<file path="src/rtl/idle_hs_pkg.sv">
package idle_hs_pkg;
  typedef enum logic [1:0] {
    ST_NORMAL = 2'd0,
    ST_ENTER  = 2'd1,
    ST_IDLE   = 2'd2
  } hs_state_e;

  localparam logic [1:0] MODE_FORCE = 2'd0;
  localparam logic [1:0] MODE_NONE  = 2'd1;
  localparam logic [1:0] MODE_SMART = 2'd2;
endpackage

</file>
<file path="src/rtl/idle_hs_fsm.sv">
module idle_hs_fsm
  import idle_hs_pkg::*;
(
  input  logic       clk_i,
  input  logic       rst_ni,
  input  logic [1:0] mode_i,
  input  logic       idle_req_i,
  input  logic       card_busy_i,
  input  logic       card_irq_i,
  input  logic       reg_acc_i,
  output hs_state_e  state_o,
  output logic       wakeup_o,
  output logic       reg_err_o
);
  hs_state_e state_q, state_d;
  logic      wake_q, err_q;
  logic      want_idle, may_ack;

  // reserved code 3 falls through to no-idle
  assign want_idle = (mode_i == MODE_FORCE) || (mode_i == MODE_SMART);
  assign may_ack   = (mode_i == MODE_FORCE) || ((mode_i == MODE_SMART) && !card_busy_i);

  always_comb begin
    state_d = state_q;
    unique case (state_q)
      ST_NORMAL: if (idle_req_i && want_idle) state_d = ST_ENTER;
      ST_ENTER: begin
        if (!idle_req_i || !want_idle) state_d = ST_NORMAL;
        else if (may_ack)              state_d = ST_IDLE;
      end
      ST_IDLE:   if (!idle_req_i) state_d = ST_NORMAL;
      default:   state_d = ST_NORMAL;
    endcase
  end

  always_ff @(posedge clk_i or negedge rst_ni) begin
    if (!rst_ni) begin
      state_q <= ST_NORMAL;
      wake_q  <= 1'b0;
      err_q   <= 1'b0;
    end else begin
      state_q <= state_d;
      wake_q  <= (state_q == ST_IDLE) && idle_req_i && (wake_q || card_irq_i);
      err_q   <= reg_acc_i && (state_q == ST_ENTER);
    end
  end

  assign state_o   = state_q;
  assign wakeup_o  = wake_q;
  assign reg_err_o = err_q;
endmodule

</file>
<file path="src/rtl/idle_hs_autogate.sv">
module idle_hs_autogate #(
  parameter int unsigned WAKE_HOLD = 4
) (
  input  logic clk_i,
  input  logic rst_ni,
  input  logic normal_i,
  input  logic autoidle_i,
  input  logic wake_evt_i,
  output logic gate_o
);
  localparam int unsigned HW = $clog2(WAKE_HOLD + 1);
  localparam logic [HW-1:0] HOLD_V = HW'(WAKE_HOLD);

  logic [HW-1:0] hold_q;
  logic          gate_q;

  always_ff @(posedge clk_i or negedge rst_ni) begin
    if (!rst_ni) begin
      hold_q <= '0;
      gate_q <= 1'b0;
    end else begin
      if (wake_evt_i)       hold_q <= HOLD_V;
      else if (hold_q != 0) hold_q <= hold_q - 1'b1;
      gate_q <= normal_i && autoidle_i && !wake_evt_i && (hold_q == 0);
    end
  end

  assign gate_o = gate_q;
endmodule

</file>
<file path="src/rtl/idle_hs_ctrl.sv">
module idle_hs_ctrl
  import idle_hs_pkg::*;
#(
  parameter int unsigned WAKE_HOLD = 4
) (
  input  logic       clk_i,
  input  logic       rst_ni,
  input  logic [1:0] idle_mode_i,
  input  logic       autoidle_i,
  input  logic [1:0] clk_activity_i,
  input  logic       reg_acc_i,
  input  logic       card_busy_i,
  input  logic       card_irq_i,
  input  logic       idle_req_i,
  output logic       idle_ack_o,
  output logic       wakeup_o,
  output logic       iclk_en_o,
  output logic       fclk_en_o,
  output logic       reg_err_o
);
  hs_state_e state;
  logic      gate, in_idle;

  idle_hs_fsm u_fsm (
    .clk_i       (clk_i),
    .rst_ni      (rst_ni),
    .mode_i      (idle_mode_i),
    .idle_req_i  (idle_req_i),
    .card_busy_i (card_busy_i),
    .card_irq_i  (card_irq_i),
    .reg_acc_i   (reg_acc_i),
    .state_o     (state),
    .wakeup_o    (wakeup_o),
    .reg_err_o   (reg_err_o)
  );

  idle_hs_autogate #(.WAKE_HOLD(WAKE_HOLD)) u_gate (
    .clk_i      (clk_i),
    .rst_ni     (rst_ni),
    .normal_i   (state == ST_NORMAL),
    .autoidle_i (autoidle_i),
    .wake_evt_i (reg_acc_i || card_irq_i || card_busy_i),
    .gate_o     (gate)
  );

  assign in_idle    = (state == ST_IDLE);
  assign idle_ack_o = in_idle;
  // idle overrides the activity field
  assign iclk_en_o  = !in_idle && !(gate && !clk_activity_i[0]);
  assign fclk_en_o  = !in_idle && !(gate && !clk_activity_i[1]);
endmodule

</file>
<file path="config.mk">
export PLATFORM = sky130hd
export DESIGN_NAME = idle_hs_ctrl
export DESIGN_NICKNAME = d
export VERILOG_FILES = /design/src/rtl/idle_hs_pkg.sv /design/src/rtl/idle_hs_fsm.sv /design/src/rtl/idle_hs_autogate.sv /design/src/rtl/idle_hs_ctrl.sv
export SDC_FILE = /design/constraint.sdc
export NUM_CORES = 1
export LEC_CHECK = 0
export ABC_AREA = 0
export BUFFER_PORTS_ARGS = -buffer_cell sky130_fd_sc_hd__buf_2
export CAP_MARGIN = 20
export CORE_AREA = 2 2 39 41
export CTS_CLUSTER_SIZE = 20
export DETAILED_ROUTE_END_ITERATION = 8
export DIE_AREA = 0 0 41 43
export GPL_TIMING_DRIVEN = 0
export HOLD_SLACK_MARGIN = 0.12
export SKIP_LAST_GASP = 1
export SLEW_MARGIN = 20
export SYNTH_ARGS = -nofsm -noshare
export SYNTH_HDL_FRONTEND = slang
export SYNTH_SLANG_ARGS = --single-unit
</file>
<file path="constraint.sdc">
create_clock -name clk_i -period 3 [get_ports clk_i]
set_input_delay 0.3 -clock clk_i [delete_from_list [all_inputs] [get_ports clk_i]]
set_output_delay 0.3 -clock clk_i [all_outputs]
set_load 0.02 [all_outputs]
</file>
==> results.py, run 1 <==
metrics = {
    "status": {
        "outcome": "finished, final reports clean",
    },
    "worst_setup_path": {
        "slowest_delay_ps": 410,
        "crit_path_top_delay_cell": "dfrtp_1",
        "r2r_start": "u_gate.hold_q[0]",
        "crit_required_ps": 2700,
        "crit_fanout": 5,
        "rr_endpoint": "u_gate.hold_q[1]",
        "crit_chain": "nor2b_1 -> buf_2",
        "startpoint_type": "flop",
        "path_class": "flop to output port",
        "worst-path-buf-inv": 1,
        "rrSetupSlack_ps": 1830,
        "critical-path-top-delay-family": "flip-flops",
        "path_depth": 2,
        "worstPathArrival_ps": 1200,
        "worst_r2r_path_depth": 5,
        "cp-end-kind": "output port",
    },
    "global_route": {
        "grt_pass1_wl_um": 1048,
        "grtUsageTotal_pct": 9.726,
        "antenna_found_initial": 0,
        "overflow": 0,
        "grt_max_degree": 9,
        "grt_pass1_vias": 293,
    },
    "synth": {
        "ys_ff_latch": 8,
        "synthDistinctLibCells": 17,
        "yosys_warnings": 0,
        "synth-compound-area-share_pct": 13.18,
        "synthCells": 37,
        "synth_top_family_by_area": "simple AND/OR/NAND/NOR gates",
        "synth_xor_area_share_pct": 2.251,
        "yosys.area_share.simple_pct": 21.86,
        "synthAdderAreaFrac_pct": 6.431,
        "syn-num-nets": 50,
        "syn_area_um2": 389.1,
        "synth-seq-area-share_pct": 51.45,
        "synth_mux_area_share_pct": 0,
        "syn-mean-instance-area_um2": 10.52,
    },
    "route": {
        "ant_nets": 0,
        "num_vias": 312,
        "vias_per_cell": 4.333,
        "drc": 0,
        "wl_per_cell_um": 9.028,
        "drtIter0Drc": 0,
        "wl_um": 650,
        "first_pass_iters": 1,
    },
    "sta": {
        "finalSetupViolCount": 0,
        "fin_crit_ps": 1495,
        "post-route-period-util_pct": 49.83,
        "hold_viol_final": 0,
        "fmax_mhz": 668.9,
        "rsz0062_at_grt": "no",
        "layout_setup_ws_ps": 1505,
        "tns_ps": 0,
        "slew_viol_final": 0,
        "tightest_slew_ps": 331.3,
        "fin_worst_skew_ps": 3.023,
        "relSlewSlack_pct": 77.86,
    },
    "clocking": {
        "cts.htree.levels": 1,
        "clk_latency_ps": 240,
        "path_clk_slew_ps": 50,
        "clockBufferDepth": 2,
        "cts_tree": "yes",
        "cts_resized": 0,
        "ctsHoldBuffers": 1,
        "clock_tree.root_cell": "clkbuf_4",
        "cts_setup_buffers": 0,
        "cts_buffers": 3,
        "tritoncts_num_sinks": 8,
    },
    "floorplan": {
        "placementRows": 14,
        "die_area_mm2": 0.001763,
        "die_h_um": 43,
        "ios": 16,
        "core_mm2": 0.001384,
        "fp.dieW_um": 41,
        "start_util_pct": 28.12,
    },
    "pwr": {
        "vdd_drop_max_mv": 0.2500,
        "p_per_area_mw_per_mm2": 428.5,
        "power_mw": 0.2214,
        "p_leak_nw": 0.2793,
    },
    "worst_hold_path": {
        "hp-start": "idle_req_i",
        "hp-class": "primary input to flop",
        "hold_depth": 3,
        "holdPathEnd": "u_fsm.state_o[0]",
    },
    "layout": {
        "multi_input_area_um2": 170.2,
        "mostFrequentLayoutCells": "buf_2, dfrtp_1, inv_1, a21oi_1, nor2_1",
        "regArea_um2": 200.2,
        "final_common_cell": "buf_2",
        "layout-area-overhead-vs-synth_pct": 32.80,
        "nets": 71,
        "drive_gt1_share_pct": 37.50,
        "antenna_cells_inserted": 0,
        "n_fill_cell": 144,
    },
    "placement": {
        "port_buffers": 15,
        "preCtsSetupSlack_ps": 1748,
        "gp_congestion": 0.6841,
    },
    "flow_run": {
        "maxCapViolations": 0,
    },
}
cell usage after synthesis:
cell type / instances / area share [%]
o21ai_0: 1 / 1.3
ha_1: 2 / 6.4
a21oi_1: 4 / 5.1
and3b_2: 1 / 2.6
or3_4: 1 / 2.9
a211oi_1: 1 / 1.9
nor2_1: 4 / 3.9
a22o_1: 1 / 2.3
o211a_1: 1 / 2.6
dfrtp_1: 8 / 51
nor4bb_1: 1 / 2.6
xnor2_1: 1 / 2.3
nand2_1: 2 / 1.9
nand2b_1: 2 / 3.2
inv_1: 5 / 4.8
nor2b_1: 1 / 1.6
nor4_2: 1 / 3.2
metrics by stage:
| step | util [%] | area, um^2 | hold slack, ps | instances |
|---|---|---|---|---|
| after floorplan | - | 389.1 | 4.409 | 37 |
| after global placement | 34.99 | 484.2 | 153.0 | 68 |
| after detailed placement | 34.99 | 484.2 | 147.7 | 68 |
| after CTS | 37.34 | 516.7 | 291.5 | 72 |
| after global routing | 37.34 | 516.7 | 296.6 | 72 |
| final | 37.34 | 516.7 | 300.2 | 72 |
power breakdown:
group          internal, mW  switching, mW  leakage [nW]
clock network        0.0454         0.0313        0.0138
registers             0.112        0.00286         0.105
logic                0.0142         0.0156         0.161
total                 0.172         0.0497         0.279
worst min-delay path, cell delays in order:
cell	delay, ps
buf_2	110
nand2_1	50
a21oi_1	40
worst max-delay path by stage:
stage,from,to
after floorplan,u_fsm.state_o[0],fclk_en_o
after global placement,u_fsm.state_o[0],iclk_en_o
after detailed placement,u_fsm.state_o[0],idle_ack_o
after CTS,u_fsm.state_o[0],idle_ack_o
after global routing,u_fsm.state_o[0],fclk_en_o
final,u_fsm.state_o[0],idle_ack_o
area by class of cell:
class,instances,area share (%)
flip-flops and latches,8,38.74
multi-input cells,24,32.93
repair buffers,16,16.46
clock buffers,3,4.358
well taps,16,3.874
inverters,5,3.632
per-layer routing:
metal | GRT usage [%] | part of all wire [%] | vias up | wire, um
met4 | 4.000 | 2.2 | 0 | 14
met1 | 9.272 | 42 | 136 | 271
met2 | 13.75 | 48 | 11 | 315
li1 | - | - | 163 | -
met3 | 9.424 | 7.5 | 2 | 49
met5 | 0 | 0 | - | 0
registers in the layout (all words and copies together), names as in the netlist:
| register | count |
|---|---|
| u_fsm.state_o | 2 |
| u_fsm.wakeup_o | 1 |
| u_gate.hold_q | 3 |
| u_gate.gate_o | 1 |
| u_fsm.reg_err_o | 1 |
cell families after synthesis:
kind of cell	Yosys count
xor+xnor	1
fa+ha+maj	2
compound gates	8
flops	8
buf+inv	5
simple gates	13
Note: power is estimated with default switching activity, not from simulation.
==> run 2, diff against run 1 <==
==> constraint.sdc (replaced) <==
create_clock -name clk_i -period 1.35 [get_ports clk_i]
set_input_delay 0.135 -clock clk_i [delete_from_list [all_inputs] [get_ports clk_i]]
set_output_delay 0.135 -clock clk_i [all_outputs]
set_load 0.02 [all_outputs]
==> results.py, run 2 (synthesis gave the netlist of run 1 again) <==
metrics = {
    "clocking": {
        "cts_tree": "yes",
        "clockBufferDepth": 2,
        "cts.htree.levels": 1,
        "cts_buffers": 3,
        "tritoncts_num_sinks": 8,
        "cts_setup_buffers": 0,
        "clk_latency_ps": 240,
        "path_clk_slew_ps": 50,
        "clock_tree.root_cell": "clkbuf_4",
    },
    "worst_setup_path": {
        "worstPathArrival_ps": 1080,
        "rrSetupSlack_ps": 170,
        "path_class": "flop to output port",
        "slowest_delay_ps": 410,
        "crit_chain": "nor2b_4 -> a21oi_1 -> buf_2",
        "startpoint_type": "flop",
        "crit_path_top_delay_cell": "dfrtp_1",
        "crit_fanout": 5,
        "cp-end-kind": "output port",
        "crit_required_ps": 1220,
    },
    "floorplan": {
        "die_area_mm2": 0.001763,
        "ios": 16,
        "start_util_pct": 28.12,
        "fp.dieW_um": 41,
        "core_mm2": 0.001384,
        "placementRows": 14,
        "die_h_um": 43,
    },
    "sta": {
        "fmax_mhz": 822.9,
        "finalSetupViolCount": 0,
        "layout_setup_ws_ps": 134.7,
        "post-route-period-util_pct": 90.02,
        "fin_crit_ps": 1215,
        "rsz0062_at_grt": "no",
        "relSlewSlack_pct": 84.83,
        "slew_viol_final": 0,
        "hold_viol_final": 0,
        "tightest_slew_ps": 224.5,
        "tns_ps": 0,
        "fin_worst_skew_ps": 2.808,
    },
    "layout": {
        "final_common_cell": "buf_2",
        "mostFrequentLayoutCells": "buf_2, dfrtp_1, inv_1, a21oi_1, nor2_1",
        "largest_reg_flops": 3,
        "layout-area-overhead-vs-synth_pct": 35.37,
        "antenna_cells_inserted": 0,
        "layout.cells.non_filler": 72,
        "design_area_um2": 526.8,
        "drive_gt1_share_pct": 39.29,
        "regMostFlops": "u_gate.hold_q",
        "n_fill_cell": 142,
        "nets": 71,
    },
    "placement": {
        "preCtsSetupSlack_ps": 173.8,
        "gp_congestion": 0.6841,
        "port_buffers": 15,
        "dpl-instance-area_um2": 484.2,
        "dp.cells": 68,
    },
    "route": {
        "wl_met3_um": 49,
        "dr_wl_met2_um": 311,
        "ant_nets": 0,
        "vias_per_cell": 4.306,
        "wl_um": 668,
        "routed.top_layer": "met4",
        "num_vias": 310,
        "drc": 0,
        "wl_met1_um": 292,
        "wl_per_cell_um": 9.278,
        "first_pass_iters": 1,
        "drtIter0Drc": 0,
    },
    "global_route": {
        "grt_max_degree": 9,
        "grt_pass1_vias": 293,
        "grtUsageTotal_pct": 9.929,
        "antenna_found_initial": 0,
        "grt_pass1_wl_um": 1076,
        "overflow": 0,
    },
    "worst_hold_path": {
        "hp-class": "primary input to flop",
    },
    "status": {
        "outcome": "finished, final reports clean",
    },
    "pwr": {
        "p_leak_nw": 0.2818,
        "p_per_area_mw_per_mm2": 940.0,
        "vdd_drop_max_mv": 0.5593,
    },
    "flow_run": {
        "maxCapViolations": 0,
    },
}
run 2: cell counts in the layout (fill, tap and decap cells not counted):
Identical to the previous run, type by type.
run 2: per-layer routing:
metal	track usage, %	vias to the layer above
met2	14.37	11
li1	-	163
met1	9.272	134
met3	9.424	2
met4	4.000	0
met5	0	-
run 2: metrics by stage:
step	power [mW]	utilization, %	hold slack [ps]
global route	0.5347	38.07	131.6
finish	0.4951	38.07	135.0
global placement	0.3238	34.99	-12.01
floorplan	0.2936	-	-160.6
CTS	0.5034	37.52	126.5
detailed placement	0.3249	34.99	-17.26
run 2: path summary, 6_finish.rpt:
check	from	endpoint	depth (start not counted)
max	u_fsm.state_o[1]	iclk_en_o	3
min	idle_req_i	u_fsm.state_o[0]	3
max reg2reg	u_gate.hold_q[0]	u_gate.hold_q[1]	5
min reg2reg	u_fsm.wakeup_o	u_fsm.wakeup_o	1
max in group asynchronous	rst_ni	u_fsm.wakeup_o	2
min in group asynchronous	rst_ni	u_gate.hold_q[2]	2
run 2: final cells by class:
| cell class | instances | area (um^2) | share of cell area, % |
|---|---|---|---|
| Clock buffer | 3 | 22.52 | 4.276 |
| Inverter | 5 | 18.77 | 3.563 |
| Multi-Input combinational cell | 24 | 177.7 | 33.73 |
| Sequential cell | 8 | 200.2 | 38.00 |
| Tap cell | 16 | 20.02 | 3.800 |
| Timing Repair Buffer | 16 | 87.58 | 16.63 |
run 2: power breakdown:
part / internal, mW / leakage, nW / switching, mW
registers: 0.249 / 0.105 / 0.00748
logic: 0.0333 / 0.163 / 0.0349
clock network: 0.101 / 0.0138 / 0.0695
run 2: worst max-delay path: cells and delay by family, from the launching register on:
family          cells  cell delay [ps]
buf+inv             1              170
compound gates      1              100
simple gates        1              150
flops               1              410
run 2: what timing repair did:
action | 4_1_cts | 5_1_grt
resized for setup | 1 | 2
hold endpoints to repair | 8 | 0
hold buffers | 1 | 0
setup endpoints to repair | 1 | 2
==> run 3, diff against run 2 <==
--- a/config.mk
+++ b/config.mk
@@ -6,12 +6,12 @@
 export NUM_CORES = 1
 export LEC_CHECK = 0
 export ABC_AREA = 0
-export BUFFER_PORTS_ARGS = -buffer_cell sky130_fd_sc_hd__buf_2
 export CAP_MARGIN = 20
 export CORE_AREA = 2 2 39 41
 export CTS_CLUSTER_SIZE = 20
 export DETAILED_ROUTE_END_ITERATION = 8
 export DIE_AREA = 0 0 41 43
+export DONT_BUFFER_PORTS = 1
 export GPL_TIMING_DRIVEN = 0
 export HOLD_SLACK_MARGIN = 0.12
 export SKIP_LAST_GASP = 1
==> results.py, run 3 (synthesis gave the netlist of run 1 again) <==
metrics = {
    "worst_setup_path": {
        "worstPathArrival_ps": 1510,
        "cp-end-kind": "flop",
        "crit_required_ps": 1540,
        "startpoint_type": "flop",
        "path_class": "flop to flop",
        "crit_fanout": 4,
    },
    "route": {
        "ant_nets": 0,
        "num_vias": 336,
        "drtIter0Drc": 9,
        "wl_met1_um": 325,
        "dr_wl_met2_um": 507,
        "wl_um": 911,
        "routed.top_layer": "met4",
        "wl_per_cell_um": 14.02,
        "first_pass_iters": 4,
        "wl_met3_um": 52,
        "drc": 0,
        "vias_per_cell": 5.169,
    },
    "clocking": {
        "cts_buffers": 3,
        "path_clk_slew_ps": 60,
        "cts_tree": "yes",
        "clockBufferDepth": 2,
        "clk_latency_ps": 260,
        "clock_tree.root_cell": "clkbuf_4",
        "cts.htree.levels": 1,
        "tritoncts_num_sinks": 8,
    },
    "placement": {
        "dp_hpwl_um": 546.5,
        "dpl-instance-area_um2": 409.1,
        "port_buffers": 0,
        "gp_congestion": 0.5713,
    },
    "global_route": {
        "grt_max_degree": 9,
        "grt_pass1_wl_um": 1400,
        "overflow": 0,
        "antenna_found_initial": 0,
        "grt_pass1_vias": 327,
        "grtUsageTotal_pct": 12.60,
    },
    "status": {
        "outcome": "finished, final reports clean",
    },
    "sta": {
        "hold_slack_ps": 143.3,
        "finalSetupViolCount": 0,
        "hold_viol_final": 0,
        "post-route-period-util_pct": 97.64,
        "tightest_slew_ps": 365.8,
        "fin_worst_skew_ps": 4.262,
        "fin_crit_ps": 1318,
        "relSlewSlack_pct": 75.53,
        "slew_viol_final": 0,
        "rsz0062_at_grt": "yes",
        "fmax_mhz": 758.7,
    },
    "layout": {
        "antenna_cells_inserted": 0,
        "fin_util_pct": 38.88,
        "drive_gt1_share_pct": 22.45,
        "mostFrequentLayoutCells": "dlygate4sd3_1, dfrtp_1, inv_1, nor2_1",
        "regMostFlops": "u_gate.hold_q",
        "design_area_um2": 538.0,
        "nets": 64,
        "layout-area-overhead-vs-synth_pct": 38.26,
        "largest_reg_flops": 3,
        "n_fill_cell": 129,
    },
    "floorplan": {
        "placementRows": 14,
        "die_h_um": 43,
        "core_mm2": 0.001384,
        "die_area_mm2": 0.001763,
        "start_util_pct": 28.12,
        "ios": 16,
        "fp.dieW_um": 41,
    },
    "pwr": {
        "p_leak_nw": 0.2535,
        "p_per_area_mw_per_mm2": 957.2,
        "power_mw": 0.5150,
        "vdd_drop_max_mv": 0.3372,
    },
    "worst_hold_path": {
        "hp-class": "primary input to flop",
    },
    "flow_run": {
        "maxCapViolations": 0,
    },
}
## run 3: cell types whose count changed in the layout (fill, tap and decap cells not counted), sizes merged
cell | before | now
buf | 15 | 1
dlygate4sd3 | 1 | 8
## run 3: worst paths after layout
kind                                        from               end  slack (ps)  depth (start not counted)
min in group asynchronous                 rst_ni  u_fsm.state_o[1]         220                          1
worst max-delay path            u_fsm.state_o[1]  u_fsm.state_o[0]          30                          4
worst max register to register  u_fsm.state_o[1]  u_fsm.state_o[0]          30                          4
worst min-delay path              idle_mode_i[0]  u_fsm.state_o[1]         140                          2
max in group asynchronous                 rst_ni  u_gate.hold_q[0]         860                          1
worst min register to register  u_gate.hold_q[0]  u_gate.hold_q[0]         570                          2
## run 3: critical path, stage by stage (launching register included)
cell and delay, ps:
dfrtp_1 410, nor2_1 120, nand2_1 60, dlygate4sd3_1 560
a21oi_2 100
## run 3: power by group
part	internal [mW]	switching (mW)
sequential	0.249	0.0107
clock	0.102	0.0835
combinational	0.0357	0.0345
total	0.386	0.129
## run 3: what timing repair did
item                                    4_1_cts  5_1_grt
pin swaps                                     0        1
endpoints found under the hold margin        15        1
hold buffers                                  8        1
buffers inserted                              0        1
gates resized for setup                       4        1
endpoints found under the setup margin        3        2
## run 3: metal layers
layer  vias to the layer above  track usage (%)
met5                         -                0
met4                         0            10.00
met3                         4            4.712
met2                        15            19.06
met1                       163            13.03
li1                        154                -
## run 3: final cells by class
| type | instances | area [um^2] | share of cell area (%) |
|---|---|---|---|
| clock buffers | 3 | 22.52 | 4.186 |
| inverters | 5 | 18.77 | 3.488 |
| multi-input cells | 24 | 188.9 | 35.12 |
| flip-flops and latches | 8 | 200.2 | 37.21 |
| well taps | 16 | 20.02 | 3.721 |
| repair buffers | 9 | 87.58 | 16.28 |
## run 3: per-stage QoR
step                      setup TNS [ps]  setup slack, ps  cells
after floorplan                        0            143.7     37
after global placement            -8.281           -4.177     53
after detailed placement               0            1.594     53
after CTS                              0            21.24     64
after global routing              -38.34           -38.34     65
final                                  0            31.89     65
